File: config.mk
export PLATFORM = sky130hd
export DESIGN_NAME = tick_timer
export DESIGN_NICKNAME = d
export VERILOG_FILES = /design/src/rtl/pit_pkg.sv /design/src/rtl/pit_prescale.sv /design/src/rtl/pit_count.sv /design/src/rtl/pit_regs.sv /design/src/rtl/tick_timer.sv
export SDC_FILE = /design/constraint.sdc
export NUM_CORES = 1
export LEC_CHECK = 0
export BUFFER_PORTS_ARGS = -buffer_cell sky130_fd_sc_hd__buf_2
export CORE_AREA = 2 2 75 91
export DETAILED_ROUTE_END_ITERATION = 10
export DIE_AREA = 0 0 77 93
export GPL_ROUTABILITY_DRIVEN = 0
export GPL_TIMING_DRIVEN = 0
export PLACE_DENSITY = 0.79
export SYNTH_ARGS = -nofsm -noshare
export SYNTH_HDL_FRONTEND = slang
export SYNTH_SLANG_ARGS = --single-unit
File: constraint.sdc
create_clock -name clk -period 2.88 [get_ports clk]
set_input_delay 0.288 -clock clk [delete_from_list [all_inputs] [get_ports clk]]
set_output_delay 0.288 -clock clk [all_outputs]
set_load 0.1 [all_outputs]
File: src/rtl/pit_pkg.sv
package pit_pkg;
   // Register byte offsets
   localparam int OFF_MODE = 'h0;
   localparam int OFF_STAT = 'h4;
   localparam int OFF_VAL  = 'h8;
   localparam int OFF_IMG  = 'hC;
   localparam int MIN_ADDR_W = 4;
endpackage

File: src/rtl/pit_prescale.sv
module pit_prescale #(
   parameter int DIV = 16
) (
   input  logic clk,
   input  logic rst_n,
   input  logic active,
   output logic tick
);
   generate
      if (DIV == 1) begin : g_nodiv
         assign tick = active;
      end else begin : g_div
         localparam int PW = $clog2(DIV);
         localparam logic [PW-1:0] LAST = PW'(DIV - 1);
         logic [PW-1:0] pre_q;
         always_ff @(posedge clk) begin
            if (!rst_n || !active) pre_q <= '0;
            else if (pre_q == LAST) pre_q <= '0;
            else pre_q <= pre_q + 1'b1;
         end
         assign tick = active && (pre_q == LAST);
      end
   endgenerate
endmodule

File: src/rtl/pit_count.sv
module pit_count #(
   parameter int CNT_W = 20,
   parameter int OVF_W = 12
) (
   input  logic             clk,
   input  logic             rst_n,
   input  logic             tick,
   input  logic [CNT_W-1:0] limit,
   input  logic             ack,
   output logic [CNT_W-1:0] cnt,
   output logic [OVF_W-1:0] ovf,
   output logic             wrap
);
   assign wrap = tick && (cnt >= limit);

   always_ff @(posedge clk) begin
      if (!rst_n) cnt <= '0;
      else if (wrap) cnt <= '0;
      else if (tick) cnt <= cnt + 1'b1;
   end

   // acknowledge restarts the count; a coinciding wrap is kept as one
   always_ff @(posedge clk) begin
      if (!rst_n) ovf <= '0;
      else if (ack) ovf <= wrap ? OVF_W'(1) : '0;
      else if (wrap) ovf <= ovf + 1'b1;
   end
endmodule

File: src/rtl/pit_regs.sv
module pit_regs #(
   parameter int DATA_W = 32,
   parameter int ADDR_W = 4,
   parameter int CNT_W  = 20,
   parameter int OVF_W  = 12,
   parameter int EN_BIT = 24,
   parameter int IE_BIT = 25
) (
   input  logic              clk,
   input  logic              rst_n,
   input  logic              bus_en,
   input  logic              bus_we,
   input  logic [ADDR_W-1:0] bus_addr,
   input  logic [DATA_W-1:0] bus_wdata,
   input  logic [CNT_W-1:0]  cnt,
   input  logic [OVF_W-1:0]  ovf,
   input  logic              wrap,
   output logic [DATA_W-1:0] bus_rdata,
   output logic [CNT_W-1:0]  limit,
   output logic              run_en,
   output logic              int_en,
   output logic              status,
   output logic              ack
);
   import pit_pkg::*;

   localparam logic [ADDR_W-1:0] A_MODE = ADDR_W'(OFF_MODE);
   localparam logic [ADDR_W-1:0] A_STAT = ADDR_W'(OFF_STAT);
   localparam logic [ADDR_W-1:0] A_VAL  = ADDR_W'(OFF_VAL);
   localparam logic [ADDR_W-1:0] A_IMG  = ADDR_W'(OFF_IMG);

   logic mode_wr;
   logic unused_wd;

   assign unused_wd = ^bus_wdata;
   assign mode_wr   = bus_en && bus_we && (bus_addr == A_MODE);
   assign ack       = bus_en && !bus_we && (bus_addr == A_VAL);

   always_ff @(posedge clk) begin
      if (!rst_n) begin
         limit  <= '0;
         run_en <= 1'b0;
         int_en <= 1'b0;
      end else if (mode_wr) begin
         limit  <= bus_wdata[CNT_W-1:0];
         run_en <= bus_wdata[EN_BIT];
         int_en <= bus_wdata[IE_BIT];
      end
   end

   always_ff @(posedge clk) begin
      if (!rst_n) status <= 1'b0;
      else if (wrap) status <= 1'b1;
      else if (ack) status <= 1'b0;
   end

   always_comb begin
      bus_rdata = '0;
      case (bus_addr)
         A_MODE: begin
            bus_rdata[CNT_W-1:0] = limit;
            bus_rdata[EN_BIT]    = run_en;
            bus_rdata[IE_BIT]    = int_en;
         end
         A_STAT:        bus_rdata[0] = status;
         A_VAL, A_IMG:  bus_rdata = {ovf, cnt};
         default:       bus_rdata = '0;
      endcase
   end
endmodule

File: src/rtl/tick_timer.sv
module tick_timer #(
   parameter int DATA_W   = 32,
   parameter int ADDR_W   = 4,
   parameter int CNT_W    = 20,
   parameter int OVF_W    = 12,
   parameter int PRESCALE = 16,
   parameter int EN_BIT   = 24,
   parameter int IE_BIT   = 25
) (
   input  logic              clk,
   input  logic              rst_n,
   input  logic              bus_en,
   input  logic              bus_we,
   input  logic [ADDR_W-1:0] bus_addr,
   input  logic [DATA_W-1:0] bus_wdata,
   output logic [DATA_W-1:0] bus_rdata,
   output logic              irq
);
   generate
      if (CNT_W + OVF_W != DATA_W) begin : g_bad_width
         $error("counter fields must fill the data word");
      end
      if (EN_BIT < CNT_W || IE_BIT < CNT_W || EN_BIT == IE_BIT ||
          EN_BIT >= DATA_W || IE_BIT >= DATA_W) begin : g_bad_bits
         $error("enable bits overlap the limit field or leave the word");
      end
      if (ADDR_W < pit_pkg::MIN_ADDR_W) begin : g_bad_addr
         $error("address too narrow for the register map");
      end
      if (PRESCALE < 1) begin : g_bad_div
         $error("prescale must be at least one");
      end
   endgenerate

   logic             tick_w;
   logic             active_w;
   logic             wrap_w;
   logic             ack_w;
   logic             run_en_w;
   logic             int_en_w;
   logic             status_w;
   logic [CNT_W-1:0] limit_w;
   logic [CNT_W-1:0] cnt_w;
   logic [OVF_W-1:0] ovf_w;

   // keeps running after disable until the counter rests at zero
   assign active_w = run_en_w || (cnt_w != '0);
   assign irq      = status_w && int_en_w;

   pit_prescale #(.DIV(PRESCALE)) u_pre (
      .clk(clk), .rst_n(rst_n), .active(active_w), .tick(tick_w)
   );

   pit_count #(.CNT_W(CNT_W), .OVF_W(OVF_W)) u_cnt (
      .clk(clk), .rst_n(rst_n), .tick(tick_w), .limit(limit_w),
      .ack(ack_w), .cnt(cnt_w), .ovf(ovf_w), .wrap(wrap_w)
   );

   pit_regs #(
      .DATA_W(DATA_W), .ADDR_W(ADDR_W), .CNT_W(CNT_W), .OVF_W(OVF_W),
      .EN_BIT(EN_BIT), .IE_BIT(IE_BIT)
   ) u_regs (
      .clk(clk), .rst_n(rst_n), .bus_en(bus_en), .bus_we(bus_we),
      .bus_addr(bus_addr), .bus_wdata(bus_wdata), .cnt(cnt_w), .ovf(ovf_w),
      .wrap(wrap_w), .bus_rdata(bus_rdata), .limit(limit_w),
      .run_en(run_en_w), .int_en(int_en_w), .status(status_w), .ack(ack_w)
   );
endmodule

-- Word-level counts from Yosys, hierarchy flattened
Cells that the tools add are included.
- $lt $le $gt $ge: 1
- equal/unequal tests: 4
- mux-type cells: 10
- $add $sub $neg: 3
- reductions and logical operators: 18
- bitwise operators: 1
- operators by type and width (cell ; count):
    case mux 19 bit (2 select lines) ; 1
    two-way mux 12 bit ; 2
    adder 20 x 1 -> 20 bit, second input constant ; 1
    greater-or-equal comparator 20 bit ; 1
    nonzero test 20 bit ; 1
    adder 12 x 1 -> 12 bit, second input constant ; 1
    == test 4 bit, second input constant ; 3
    logical AND 1 bit ; 7
    two-way mux 6 bit ; 1
    OR reduction 2 bit ; 3
    adder 4 x 1 -> 4 bit, second input constant ; 1
    == test 4 x 3 -> 1 bit, second input constant ; 1
    zero test 4 bit ; 1
    two-way mux 4 bit ; 1
    case mux 2 bit (2 select lines) ; 1
    zero test 1 bit ; 3
    two-way mux 1 bit ; 3
    case mux 1 bit (3 select lines) ; 1
    logical OR 1 bit ; 2
    nonzero test 2 bit ; 1
    NOT 1 bit ; 1
- input port bits: 40
- logic and storage cells: 44
- flip-flop bits (word level): 59

-- Depth between registers and ports, before layout
Gate-level depths: netlist of the first run.
- word-level depth: 6
- depth in mapped cells: 10
- mapped depth without buffers: 8

-- Cells and area by module
From an unflattened synthesis of the first run, not the netlist that was laid out.
- cell total of the unflattened synthesis: 422
- area total of the unflattened synthesis: 3564.7 um^2
- by module, submodules not included (module ; seq. area each (um^2) ; times used ; area each (um^2) ; cells an instance):
    pit_count ; 640.6 ; 1 ; 2110.8 ; 253
    pit_regs ; 460.4 ; 1 ; 1246.2 ; 144
    pit_prescale ; 80.1 ; 1 ; 156.4 ; 17
    tick_timer ; 0.0 ; 1 ; 51.3 ; 8

-- Least setup slack after synthesis of the first run
Ideal clock, no wire load.
- path type: register to output
- start: register u_regs.limit[0]
- end: output bus_rdata[0]
- arrival: 5.131 ns
- data required time: 2.592 ns
- slack: -2.539 ns
- stages on the path, launching flop included: 4
- cells stage by stage: dfxtp_1 -> nor2b_1 -> a211oi_1 -> a2111oi_0
- cells in the longest elaborated chain, start to end: 1
- RTL lines (what ; line ; text):
    from (decl) ; pit_regs.sv:19 ; output logic [CNT_W-1:0] limit,
    from (signal assigned) ; pit_regs.sv:45 ; limit <= bus_wdata[CNT_W-1:0];
    case mux 1 bit (3 select lines) ; pit_regs.sv:59 ; case (bus_addr)
    to (decl) ; tick_timer.sv:16 ; output logic [DATA_W-1:0] bus_rdata,
Every way passes these cells.

-- Worst setup path after layout of the first run
- start: input bus_addr[3]
- end: output bus_rdata[24]
- cells in the longest elaborated chain, start to end: 3
- elaborated cells between the ends (all ways): 5
- those cells by class: eq/ne (2); mux (1); reduce/logical (2)
- RTL lines (what ; line ; text):
    from (decl) ; tick_timer.sv:14 ; input logic [ADDR_W-1:0] bus_addr,
    == test 4 bit ; pit_regs.sv:59 ;
    OR reduction 2 bit ; pit_regs.sv:59 ;
    case mux 2 bit (2 select lines) (*) ; pit_regs.sv:59 ;
Every way passes the cells marked *; elsewhere a longest branch is shown, timed or not.

==> results.md, run 1 <==
Status:
- The flow ran to the end, and the final reports show no timing, DRC or antenna violations.

Critical path:
- The depth of the worst register-to-register path is 9.
- Traced cell by cell, the critical path runs through buf_2 -> nor4_1 -> clkbuf_1 -> a22o_1 -> buf_2.
- Among cell families on the critical path, the largest total delay comes from buffers and inverters.
- The nature of the critical path endpoint is an output pin.
- On the worst path, the slowest cell contributes a delay of 0.69 ns.
- The kind of launch point of the worst setup path is a primary input.
- The required time of the worst setup path is 2.59 ns.
- Data arrives at the worst endpoint at 2.32 ns.
- The buffer and inverter count on the worst path is 3.
- Among the stages of the critical path, the cell type that occurs most often is sky130_fd_sc_hd__buf_2.
- The slowest stage of the critical path is the sky130_fd_sc_hd__nor4_1 cell.
- The startpoint-to-endpoint class of the critical path is in -> out.
- Of all nets on the critical path, the largest fanout is 10.
- The number of cells on the critical path is 5.

Detailed routing:
- After detailed routing, the total wire length is 8500 um.
- The count of antenna-violating nets left after detailed routing is 0.
- The routed layout has 3,236 vias.
- The first TritonRoute pass finished after 4 iterations.
- The post-detailed-route via-to-cell ratio is 5.63.
- After the first detailed-routing iteration, the DRC count stood at about 220.
- The total DRC errors in the routed layout is 0.
- In the final routed layout, each cell accounts on average for 14.8 um.

Placement:
- At the placement stage, the worst setup path has a slack of 0.377 ns.
- In this run the tool buffered the top-level ports with 62 buffer cells.
- The HPWL after detailed placement is 6350 um.
- Summing all placed instances gives a cell area of 3780 sq um.

Die:
- During I/O placement, the number of pins put on the boundary was 73.
- The horizontal extent of the die is 77 um.
- For this configuration, the core starts out at a cell density of 0.531.
- The number of core rows is 32.
- From bottom edge to top edge, the die measures 93 um.
- The area of the die is 7160 sq um.
- The area inside the core boundary is between 6000 and 7000 sq um.

Layout:
- The multi-input gate area in the final layout is roughly 2000 sq um.
- In the layout the commonest cells are sky130_fd_sc_hd__buf_2 (68), sky130_fd_sc_hd__nand2_1 (68), sky130_fd_sc_hd__dfxtp_1 (59), sky130_fd_sc_hd__nor2_1 (30), sky130_fd_sc_hd__inv_1 (25).
- The layout has about 590 filler cells.
- Across the whole layout, storage elements account for approximately 1200 sq um.
- The synthesis-to-layout area growth is 18.5%.
- 0 antenna diodes ended up in the layout.
- The proportion of layout cells with a drive suffix above 1 is 0.188.
- Measured on the finished design, the core utilization comes to 0.629.
- The finished cells cover between 3000 and 4000 sq um.
- In the final design database the tool counted 550 nets.

Global route:
- The total congestion overflow after global routing is 0.
- In the global route stage, overall resource usage came out at 0.246.
- The first-pass GRT wire length is 14,200 um.
- Entering global routing, the biggest net connects 11 pins.
- The via count of the first global-routing pass is 3,174.
- The initial antenna violation count is 0.

Timing:
- Setup repair after global routing left no endpoint under its margin.
- The final number of setup-violating endpoints is 0.
- The maximum clock rate is 0.384 GHz.
- In the finished design, the share of the clock period the worst path needs comes to 0.905.
- The number of endpoints with negative hold slack in the final report is 0.
- For the pin with the worst max-slew slack, the measured transition is slightly below 0.8 ns.
- Between clock sinks in the finished design, the worst skew comes to 0.00490 ns.
- Measured against its own limit, the worst slew margin works out to 0.474.
- Setup slack on the critical path of the routed design comes to 0.273 ns.
- The final max-slew violation count is 0.
- The total negative slack is 0 ns.
- The smallest clock period supported by the final layout is computed as 2.61 ns.

Logic synthesis:
- Synthesis handed over a netlist of a little over 400 instances.
- Counting flops with a built-in enable in the synthesized netlist gives 0.
- The number of synthesis warnings is 0.
- Synthesis produced a netlist with a net count of 477.
- The count of state elements after synthesis is 59.
- The most used flip-flop cell after synthesis is sky130_fd_sc_hd__dfxtp_1.
- The average footprint of a synthesized cell is between 8 and 9 sq um.
- In this run, distinct cell masters in the synthesized netlist total 43.
- In the synthesized netlist the async set-or-reset flop fraction comes to 0.
- The register area share after synthesis is 0.351.
- The synthesized cell area is 3360 sq um.

Power and ir drop:
- Summed over all cells, the static leakage comes to about 0.0016 uW.
- For this design the ratio of total power to cell area is 415 nW/um^2.
- The worst-case IR drop observed on VDD is between 0.2 and 0.3 mV.

Clock network:
- The clock root buffer is sky130_fd_sc_hd__clkbuf_8.
- TritonCTS built the clock tree.
- The clock sink count is 59.
- Counting along the longest clock path gives a buffer depth of 2.
- In this run, post-CTS repair resized a total of 0 instances.
- The post-CTS clock slew at the launch and capture registers of the worst setup and hold paths is 0.07 ns.
- Buffers added to address setup during post-CTS repair amount to 0.
- Counting the buffers created by CTS gives 9.
- The total number of H-tree levels is 3.
- The later pin in the worst-skew pair is clocked with a latency of 0.34 ns.
- For this design, the CTS-stage hold fixing added 0 buffers.

Min path:
- The worst hold path passes through 3 cells.
- In this run the worst hold path is classified as in -> reg.

Job:
- Max-cap violations in this run came to 0.
==> area by class of cell <==
type / instances / share of cell area
Multi-Input combinational cell: 308 / 0.500
Inverter: 25 / 0.0236
Buffer: 21 / 0.0255
Tap cell: 85 / 0.0267
Clock buffer: 14 / 0.0484
Sequential cell: 59 / 0.297
Timing Repair Buffer: 62 / 0.0779
Clock inverter: 1 / 0.00126
==> per-layer routing <==
metal  share of wire  GRT usage  up-vias  wire length (um)
met5               0          0        -                 0
met4           0.028      0.132        0               240
met3           0.046     0.0367       21               391
met2            0.51      0.445       86              4340
met1            0.42      0.278     1532              3530
li1                -          -     1597                 -
==> stage by stage <==
stage	total power [uW]	std cells	hold WS, ns
CTS	1660	575	0.194
floorplan	889	413	0.418
finish	1650	575	0.192
global route	1700	575	0.203
detailed placement	930	560	0.440
global placement	928	560	0.429
==> synthesized netlist by cell type (2+ instances only) <==
cell	number	area [sq um]
sky130_fd_sc_hd__nand2_1	68	255
sky130_fd_sc_hd__dfxtp_1	59	1180
sky130_fd_sc_hd__nor2_1	30	113
sky130_fd_sc_hd__inv_1	25	93.8
sky130_fd_sc_hd__ha_1	24	300
sky130_fd_sc_hd__a21boi_0	22	165
sky130_fd_sc_hd__a22o_1	22	193
sky130_fd_sc_hd__nand3_1	19	95.1
sky130_fd_sc_hd__xor2_1	17	149
sky130_fd_sc_hd__a21oi_1	16	80.1
sky130_fd_sc_hd__and2_1	13	81.3
sky130_fd_sc_hd__clkbuf_1	13	48.8
sky130_fd_sc_hd__nand4_1	11	68.8
sky130_fd_sc_hd__or4_1	9	67.6
sky130_fd_sc_hd__and3_1	8	50.1
sky130_fd_sc_hd__o31ai_1	8	60.1
sky130_fd_sc_hd__buf_2	6	30.0
sky130_fd_sc_hd__nor4_1	6	37.5
sky130_fd_sc_hd__o21ai_0	5	25.0
sky130_fd_sc_hd__xnor2_1	4	35.0
sky130_fd_sc_hd__buf_6	2	22.5
sky130_fd_sc_hd__mux2i_1	2	20.0
sky130_fd_sc_hd__nand2b_1	2	12.5
sky130_fd_sc_hd__nor3b_1	2	15.0
sky130_fd_sc_hd__o21ai_2	2	17.5
==> flip-flops by register name (all words and copies together), names as in the netlist <==
register,cells
u_regs.run_en,1
u_cnt.cnt,20
u_cnt.ovf,12
u_regs.status,1
u_regs.int_en,1
u_pre.g_div.pre_q,4
u_regs.limit,20
==> power breakdown <==
group / leakage, uW / switching, uW / internal, uW
clock: 0.000105 / 316 / 424
combinational: 0.00104 / 56.7 / 35.3
sequential: 0.000475 / 1.88 / 818
==> logic make-up after synthesis <==
kind of cell    synth area share
buf+inv                   0.0581
xor+xnor                  0.0547
simple gates               0.254
mux                      0.00596
compound gates             0.187
fa+ha+maj                 0.0894
flops                      0.351
==> worst paths after layout <==
path	startpoint	end	slack (ns)
max	bus_addr[3]	bus_rdata[24]	0.27
min	bus_wdata[4]	u_regs.limit[4]	0.19
max reg2reg	u_cnt.cnt[9]	u_cnt.cnt[12]	0.39
min reg2reg	u_pre.g_div.pre_q[0]	u_pre.g_div.pre_q[0]	0.44
==> tightest hold or removal path, stage by stage <==
cell and delay (ns):
sky130_fd_sc_hd__buf_2 0.09, sky130_fd_sc_hd__nand2_1 0.04, sky130_fd_sc_hd__a21boi_0 0.06
Note: power is estimated with default switching activity, not from simulation.
==> inputs of run 2 (changes only) <==
--- a/config.mk
+++ b/config.mk
@@ -11,7 +11,7 @@
 export DIE_AREA = 0 0 77 93
 export GPL_ROUTABILITY_DRIVEN = 0
 export GPL_TIMING_DRIVEN = 0
-export PLACE_DENSITY = 0.79
+export PLACE_DENSITY = 0.8
 export SYNTH_ARGS = -nofsm -noshare
 export SYNTH_HDL_FRONTEND = slang
 export SYNTH_SLANG_ARGS = --single-unit
==> results.md, run 2 (same netlist as run 1, synthesis figures left out) <==
Clock network:
- The H-tree was split into 3 levels.
- Clock latency on the worst-skew pair, taken at its later pin, is between 0.3 and 0.4 ns.
- TritonCTS built the clock tree.
- The clock sink count is 59.
- The CTS buffer count is 9.
- The buffer levels on the longest clock path is 2.
- In this run, post-CTS repair resized a total of 0 instances.
- The count of hold-fix buffers inserted at cts is 0.
- Post-CTS timing repair inserted 0 buffers for setup.
- The clock root buffer is sky130_fd_sc_hd__clkbuf_8.
- The post-CTS clock slew at the launch and capture registers of the worst setup and hold paths is 0.07 ns.

Layout:
- Summing all non-filler instances in the final layout gives an area of 4050 sq um.
- The net count of the finished layout is 550.
- The library cells used most frequently in the layout, excluding fill and tap cells, are sky130_fd_sc_hd__buf_2 (68), sky130_fd_sc_hd__nand2_1 (68), sky130_fd_sc_hd__dfxtp_1 (59), sky130_fd_sc_hd__nor2_1 (30), sky130_fd_sc_hd__inv_1 (25).
- The synthesis-to-layout area growth is 20.4%.
- The largest registers in the layout are u_cnt.cnt x20, u_regs.limit x20, u_cnt.ovf x12.
- The proportion of layout cells with a drive suffix above 1 is 0.189.
- The number of antenna repair diodes is 0.
- The number of filler cells placed in the layout is 574.

Global route:
- The via count of the first global-routing pass is 3,148.
- The initial antenna violation count is 0.
- The all-layer global routing usage is 0.239.
- Global routing finished with a remaining overflow of 0.
- Entering global routing, the biggest net connects 12 pins.
- The first-pass GRT wire length is ~14,000 um.

Die:
- The vertical die dimension is 93 um.
- The horizontal extent of the die is a little under 80 um.
- Row generation in the floorplan step produced 32 rows.
- The number of top-level design ports is between 70 and 80.
- The initial utilization of the core area, before any placement, comes to 0.531.
- The area of the die is 7160 sq um.
- The region available for standard cell placement spans 6330 sq um.

Detailed routing:
- Summed over all layers, the routed wires come to 8210 um.
- Once detail routing completed, the nets flagged for antenna violations numbered 0.
- After detailed routing, the average wire length per cell comes to ~14 um.
- The pre-antenna-repair detailed-routing pass consisted of 4 iterations.
- For this run, design rule violations remaining after detail routing come to 0.
- The first routing iteration left approximately 220 violations.
- Dividing the detail-routed via count by the number of cells gives 5.58.
- The routed via count is 3,216.

Placement:
- Before CTS, the worst setup slack after placement is 0.381 ns.
- The number of input and output port buffers inserted is between 60 and 70.
- The cell area reported after detailed placement is 3780 sq um.
- The HPWL after detailed placement is 6240 um.

Critical path:
- The required time of the worst setup path is 2.59 ns.
- In this design, the largest share of critical-path delay is due to buffers and inverters.
- In this run the worst setup path terminates at bus_rdata[24].
- The number of cells on the critical path is 5.
- The startpoint identified for the worst register-to-register timing path is u_cnt.cnt[9].
- The most repeated library cell on the critical path is sky130_fd_sc_hd__buf_2.
- The critical register-to-register path endpoint is u_cnt.cnt[11].
- The setup slack of the worst register-to-register path is 0.40 ns.
- STA classifies the critical path endpoint as an output pin.
- The most critical setup path has its startpoint at bus_addr[3].
- The kind of launch point of the worst setup path is a primary input.
- The buffer and inverter count on the worst path is 3.
- In this design, the stage delay of the slowest critical-path cell is 0.64 ns.
- Of all nets on the critical path, the largest fanout is 10.
- The critical path data arrival time is approximately 2.2 ns.
- The startpoint-to-endpoint class of the critical path is in -> out.
- Traced cell by cell, the critical path runs through buf_2 -> nor4_1 -> clkbuf_1 -> a22o_1 -> buf_2.
- The slowest cell on the critical path is sky130_fd_sc_hd__nor4_1.
- The depth of the worst register-to-register path is 9.

Timing:
- Based on the critical path, the design can be clocked at up to a little under 0.4 GHz.
- The transition time at the pin with the least slew margin is 0.710 ns.
- The setup clock skew after layout is 0.00956 ns.
- The final max-slew violation count is 0.
- The worst-case headroom to the max-slew limit is 0.522.
- In the finished design, the share of the clock period the worst path needs comes to 0.876.
- The final critical delay including setup and external delays is about 2.5 ns.
- Setup repair after global routing left no endpoint under its margin.
- After routing, the total negative slack on setup checks comes to 0 ns.
- The number of endpoints with negative hold slack in the final report came to 0.
- The worst-case setup margin in the final layout is 0.358 ns.
- Setup violations remaining at the end of the flow were counted as 0.

Job:
- The tool flagged a number of max-cap violations equal to 0.

Min path:
- The count of cells along the worst hold path is 3.
- The class of the most critical hold timing path is in -> reg.

Power and ir drop:
- Dividing total power by cell area gives a power density of 471 nW/um^2.
- For this design the static power due to leakage is 0.00164 uW.
- The design draws between 1500 and 2000 uW.
- The worst-case IR drop observed on VDD is 0.320 mV.

Status:
- The flow ran to the end, and the final reports show no timing, DRC or antenna violations.
==> run 2: cell type report <==
type | instances | area, sq um | area share
plain buffers | 21 | 101 | 0.0250
clock buffers | 9 | 124 | 0.0306
clock inverters | 7 | 140 | 0.0346
inverters | 25 | 93.8 | 0.0232
multi-input cells | 308 | 1990 | 0.492
flip-flops and latches | 59 | 1180 | 0.292
well taps | 85 | 106 | 0.0263
repair buffers | 62 | 310 | 0.0767
==> run 2: through the flow <==
stage,hold WS [ns],utilization,cells
finish,0.183,0.640,576
global route,0.181,0.640,576
CTS,0.179,0.640,576
detailed placement,0.440,0.598,560
global placement,0.430,0.598,560
floorplan,0.418,-,413
==> run 2: how the worst min path moves through the flow <==
stage	start	endpoint	slack (ns)
after global placement	u_pre.g_div.pre_q[0]	u_pre.g_div.pre_q[0]	0.43
after global routing	bus_wdata[13]	u_regs.limit[13]	0.18
after detailed placement	u_pre.g_div.pre_q[0]	u_pre.g_div.pre_q[0]	0.44
after CTS	bus_wdata[16]	u_regs.limit[16]	0.18
after floorplan	u_pre.g_div.pre_q[0]	u_pre.g_div.pre_q[0]	0.42
final	bus_wdata[16]	u_regs.limit[16]	0.18
==> run 2: report_power, final <==
part | internal (uW) | leakage, uW | switching [uW]
Sequential | 818 | 0.000475 | 1.92
Clock | 660 | 0.000125 | 335
Combinational | 35.4 | 0.00104 | 56.7
Total | 1510 | 0.00164 | 394
==> run 2: worst min-delay path, stage by stage <==
cell	delay, ns
sky130_fd_sc_hd__buf_2	0.09
sky130_fd_sc_hd__nand2_1	0.04
sky130_fd_sc_hd__a21boi_0	0.06
==> run 2: routing by layer <==
metal | track usage | part of all wire
met5 | 0 | 0
met4 | 0.147 | 0.043
met1 | 0.258 | 0.41
met3 | 0.0502 | 0.041
met2 | 0.428 | 0.51
==> inputs of run 3 (changes only) <==
--- a/config.mk
+++ b/config.mk
@@ -5,13 +5,14 @@
 export SDC_FILE = /design/constraint.sdc
 export NUM_CORES = 1
 export LEC_CHECK = 0
+export ABC_AREA = 1
 export BUFFER_PORTS_ARGS = -buffer_cell sky130_fd_sc_hd__buf_2
-export CORE_AREA = 2 2 75 91
+export CORE_AREA = 2 2 78 95
 export DETAILED_ROUTE_END_ITERATION = 10
-export DIE_AREA = 0 0 77 93
+export DIE_AREA = 0 0 80 97
 export GPL_ROUTABILITY_DRIVEN = 0
 export GPL_TIMING_DRIVEN = 0
-export PLACE_DENSITY = 0.8
+export PLACE_DENSITY = 0.79
 export SYNTH_ARGS = -nofsm -noshare
 export SYNTH_HDL_FRONTEND = slang
 export SYNTH_SLANG_ARGS = --single-unit
==> results.md, run 3 <==
Clock network:
- After clock tree synthesis, the setup repair step added 0 buffers.
- The post-CTS clock slew at the launch and capture registers of the worst setup and hold paths is roughly 0.070 ns.
- For the worst-skew pair, the clock arrives at the later sink with an insertion delay of 0.35 ns.
- TritonCTS built the clock tree.
- The CTS buffer count is 9.
- The tree is rooted in a sky130_fd_sc_hd__clkbuf_8.
- Clock tree synthesis found a total of 59 sinks.
- No sink is reached through more buffers than the 2 on the longest clock path.
- Once the clock tree was built, the resizer swapped 0 gates to a different size.
- The number of hold buffers added after CTS was 0.
- In this run the number of H-tree levels came out at 3.

Layout:
- The proportion of layout cells with a drive suffix above 1 is 0.160.
- The number of antenna repair diodes is 0.
- In the layout the commonest cells are sky130_fd_sc_hd__nand2_1 (101), sky130_fd_sc_hd__inv_1 (80), sky130_fd_sc_hd__nor2_1 (68), sky130_fd_sc_hd__buf_2 (64), sky130_fd_sc_hd__dfxtp_1 (59).
- The number of filler cells placed in the layout is 628.
- The count of nets after finishing is 679.
- The cell area after layout is 4310 sq um.
- In the final layout, the registers with the most flip-flops are u_cnt.cnt x20, u_regs.limit x20, u_cnt.ovf x12.
- From synthesis to final layout, the design area changed by 17.1%.
- Leaving out fill and tap cells, the most frequent cell in the layout is sky130_fd_sc_hd__nand2_1.

Detailed routing:
- The total DRC errors in the routed layout is 0.
- The count of antenna-violating nets left after detailed routing is 0.
- The first routing iteration left between 300 and 400 violations.
- The number of optimization iterations in the first detailed-route pass is 6.
- For this block, the routed nets add up to 10,300 um of wire.
- The post-detailed-route via-to-cell ratio is 5.47.
- The detailed router placed 3,867 vias in this run.
- The average wire per standard cell is 14.6 um.

Logic synthesis:
- The share of async-settable or async-resettable flops after synthesis is 0.
- The average footprint of a synthesized cell is 6.79 sq um.
- The share of the Yosys chip area taken by registers is 0.321.
- The cell count after synthesis is approximately 540.
- Yosys mapped a number of flops with a built-in enable equal to 0.
- Counting every net in the synthesized netlist gives 606.
- The area share of the largest cell type after synthesis is 0.321.
- The complex-gate fraction of the synthesized area is 0.157.
- Of the total synthesized cell area, the portion taken by AND, OR, NAND and NOR gates is 0.283.
- The adder-cell share of the synthesized area is 0.0816.
- The largest area contributor in the synthesized netlist is sky130_fd_sc_hd__dfxtp_1.
- Ranked by instance count, the synthesized netlist is headed by sky130_fd_sc_hd__nand2_1 (101), sky130_fd_sc_hd__inv_1 (80), sky130_fd_sc_hd__nor2_1 (68).
- The mapped netlist covers approximately 3700 sq um.
- The count of different cell masters after synthesis is 36.
- By area, the combinational part of the netlist is dominated by simple AND/OR/NAND/NOR gates.
- Measured against the total synthesized area, the mux share comes to 0.
- Among all cell types in the netlist, the one instantiated most often is sky130_fd_sc_hd__nand2_1.
- After synthesis the netlist holds a flip-flop and latch count of 59.
- The number of synthesis warnings is 0.
- Of the total synthesized cell area, the portion taken by XOR and XNOR cells is 0.0452.
- Among all flip-flop cells after synthesis, the most frequent one is sky130_fd_sc_hd__dfxtp_1.
- By area the synthesized netlist is led by sky130_fd_sc_hd__dfxtp_1 (32%), sky130_fd_sc_hd__nand2_1 (10%), sky130_fd_sc_hd__ha_1 (8.2%), sky130_fd_sc_hd__inv_1 (8.2%), sky130_fd_sc_hd__a21oi_1 (6.9%).

Global route:
- The via count of the first global-routing pass is roughly 3.8k.
- In the global route stage, overall resource usage came out at 0.280.
- Entering global routing, the biggest net connects 11 pins.
- The global routing usage on met2 is 0.476.
- The initial antenna violation count is 0.
- The peak-usage layer in the global routing report is met2.
- The met3 layer usage reported by global route is 0.0718.
- The first global-routing pass estimated around 17,000 um of wire.
- The total congestion overflow after global routing is 0.
- For this run, global-route usage on met1 was measured as 0.317.

Placement:
- The count of buffers added on input and output ports is 62.
- The HPWL after detailed placement is 7880 um.
- Summing all placed instances gives a cell area of 4100 sq um.
- The worst setup slack after placement is 0.637 ns.

Timing:
- The final max-slew violation count is 0.
- The maximum clock rate is 0.431 GHz.
- The transition time at the pin with the least slew margin is 0.592 ns.
- Across the routed clock network, the largest skew measured is 0.00952 ns.
- The number of endpoints with negative hold slack in the final report came to 0.
- Measured against its own limit, the worst slew margin works out to 0.606.
- Of the available clock period, the critical path in the final layout requires 0.806.
- On the final layout, the worst hold slack is ~0.22 ns.
- The final critical delay including setup and external delays is between 2 and 2.5 ns.
- Setup repair after global routing left no endpoint under its margin.
- The total negative slack is 0 ns.
- The worst-case setup margin in the final layout is 0.557 ns.
- The final number of setup-violating endpoints is 0.

Critical path:
- The required time of the worst setup path is 2.59 ns.
- The startpoint of the most critical register-to-register path is u_cnt.cnt[15].
- The maximum fanout count along the critical path is 10.
- The top cell family by delay on the critical path is buffers and inverters.
- STA classifies the critical path startpoint as a primary input.
- The depth of the worst register-to-register path is 11.
- The startpoint-to-endpoint class of the critical path is in -> out.
- Together, buffers and inverters on the worst path number 5.
- The critical path goes through buf_2 -> nor2_1 -> inv_1 -> nor3_1 -> inv_1 -> clkbuf_1 -> o22ai_1 -> buf_2.
- Setup slack on the worst reg-to-reg path comes out at 0.80 ns.
- The delay of the slowest cell on the worst path is 0.47 ns.
- In this run the worst setup path terminates at bus_rdata[25].
- The nature of the critical path endpoint is an output pin.
- The endpoint identified for the worst register-to-register timing path is u_cnt.ovf[7].
- The critical path data arrival time is ~2 ns.
- The critical path starts at bus_addr[1].
- On the critical path, the stage with the largest delay is an instance of sky130_fd_sc_hd__buf_2.
- The critical path runs through a total of 8 cells.

Die:
- The die is roughly 80 um wide.
- The area of the die is 7760 sq um.
- In this run the count of I/O pins placed on the die edge is 73.
- For this configuration, the core starts out at a cell density of 0.543.
- The area inside the core boundary is 6770 sq um.
- The vertical die dimension is 97 um.
- The floorplan has 33 rows.

Job:
- The max-cap violation count is 0.

Power and ir drop:
- For this design the static power due to leakage is 0.00194 uW.
- The switching share of total power is 0.236.
- The worst-case IR drop observed on VDD is between 0.2 and 0.3 mV.
- The power after layout is 1760 uW.
- Power spread over the standard cell area amounts to 408 nW/um^2.
- The part of the total power dissipated in the clock network is 0.472.
- The share of total power dissipated in combinational logic is 0.060.
- The internal cell power is 1340 uW.
- The share of total power dissipated in sequential elements is 0.468.
- The switching power summed over all nets is slightly above 400 uW.

Min path:
- In this run the most critical hold path is launched from bus_wdata[16].
- The tightest min-delay check is of the in -> reg type.

Status:
- The flow ran to the end, and the final reports show no timing, DRC or antenna violations.
[run 3: cell count changes in the layout (fill, tap and decap cells not counted), moves of 23 or more]
cell and change:
sky130_fd_sc_hd__nor2_1 +38, sky130_fd_sc_hd__a21oi_1 +35, sky130_fd_sc_hd__inv_1 +55, sky130_fd_sc_hd__o21ai_0 +23, sky130_fd_sc_hd__nand2_1 +33
[run 3: power by group through the flow]
stage,sequential (uW),clock [uW],combinational (uW)
6_report,821,830,105
3_3_place_gp,840,0,102
4_1_cts,821,834,104
5_1_grt,821,868,119
3_5_place_dp,840,0,104
2_1_floorplan,840,0,63.2
[run 3: worst min-delay path by stage]
| stage | end | slack (ns) | depth (start not counted) |
|---|---|---|---|
| final | u_regs.limit[16] | 0.22 | 3 |
| after global routing | u_regs.limit[16] | 0.22 | 3 |
| after CTS | u_regs.limit[16] | 0.21 | 3 |
| after detailed placement | u_pre.g_div.pre_q[0] | 0.45 | 1 |
| after global placement | u_pre.g_div.pre_q[0] | 0.43 | 1 |
| after floorplan | u_pre.g_div.pre_q[0] | 0.42 | 1 |
[run 3: area by class of cell]
type | count | area, sq um | share of cell area
well taps | 87 | 109 | 0.0253
clock inverters | 5 | 77.6 | 0.0180
multi-input cells | 381 | 2090 | 0.484
repair buffers | 62 | 310 | 0.0721
plain buffers | 18 | 96.3 | 0.0224
flip-flops and latches | 59 | 1180 | 0.274
inverters | 84 | 315 | 0.0732
clock buffers | 11 | 131 | 0.0305
[run 3: routing by layer]
layer  vias up  routed length, um
met5         -                  0
met4         0                411
met3        41                628
met2       155               5120
met1      1757               4160
li1       1914                  -
[run 3: cell families (layout without fill, tap and decap cells)]
family,after synthesis,count (layout)
simple gates,231,231
flops,59,59
xor+xnor,19,19
compound gates,107,107
buf+inv,102,180
fa+ha+maj,24,24
[run 3: worst min-delay path, stage by stage]
cell	delay [ns]
sky130_fd_sc_hd__buf_2	0.07
sky130_fd_sc_hd__o21ai_0	0.07
sky130_fd_sc_hd__a21oi_1	0.10
[run 3: per-stage QoR]
step                      cells   util
after floorplan             542      -
after global placement      691  0.605
after detailed placement    691  0.605
after CTS                   707  0.636
after global routing        707  0.636
final                       707  0.636
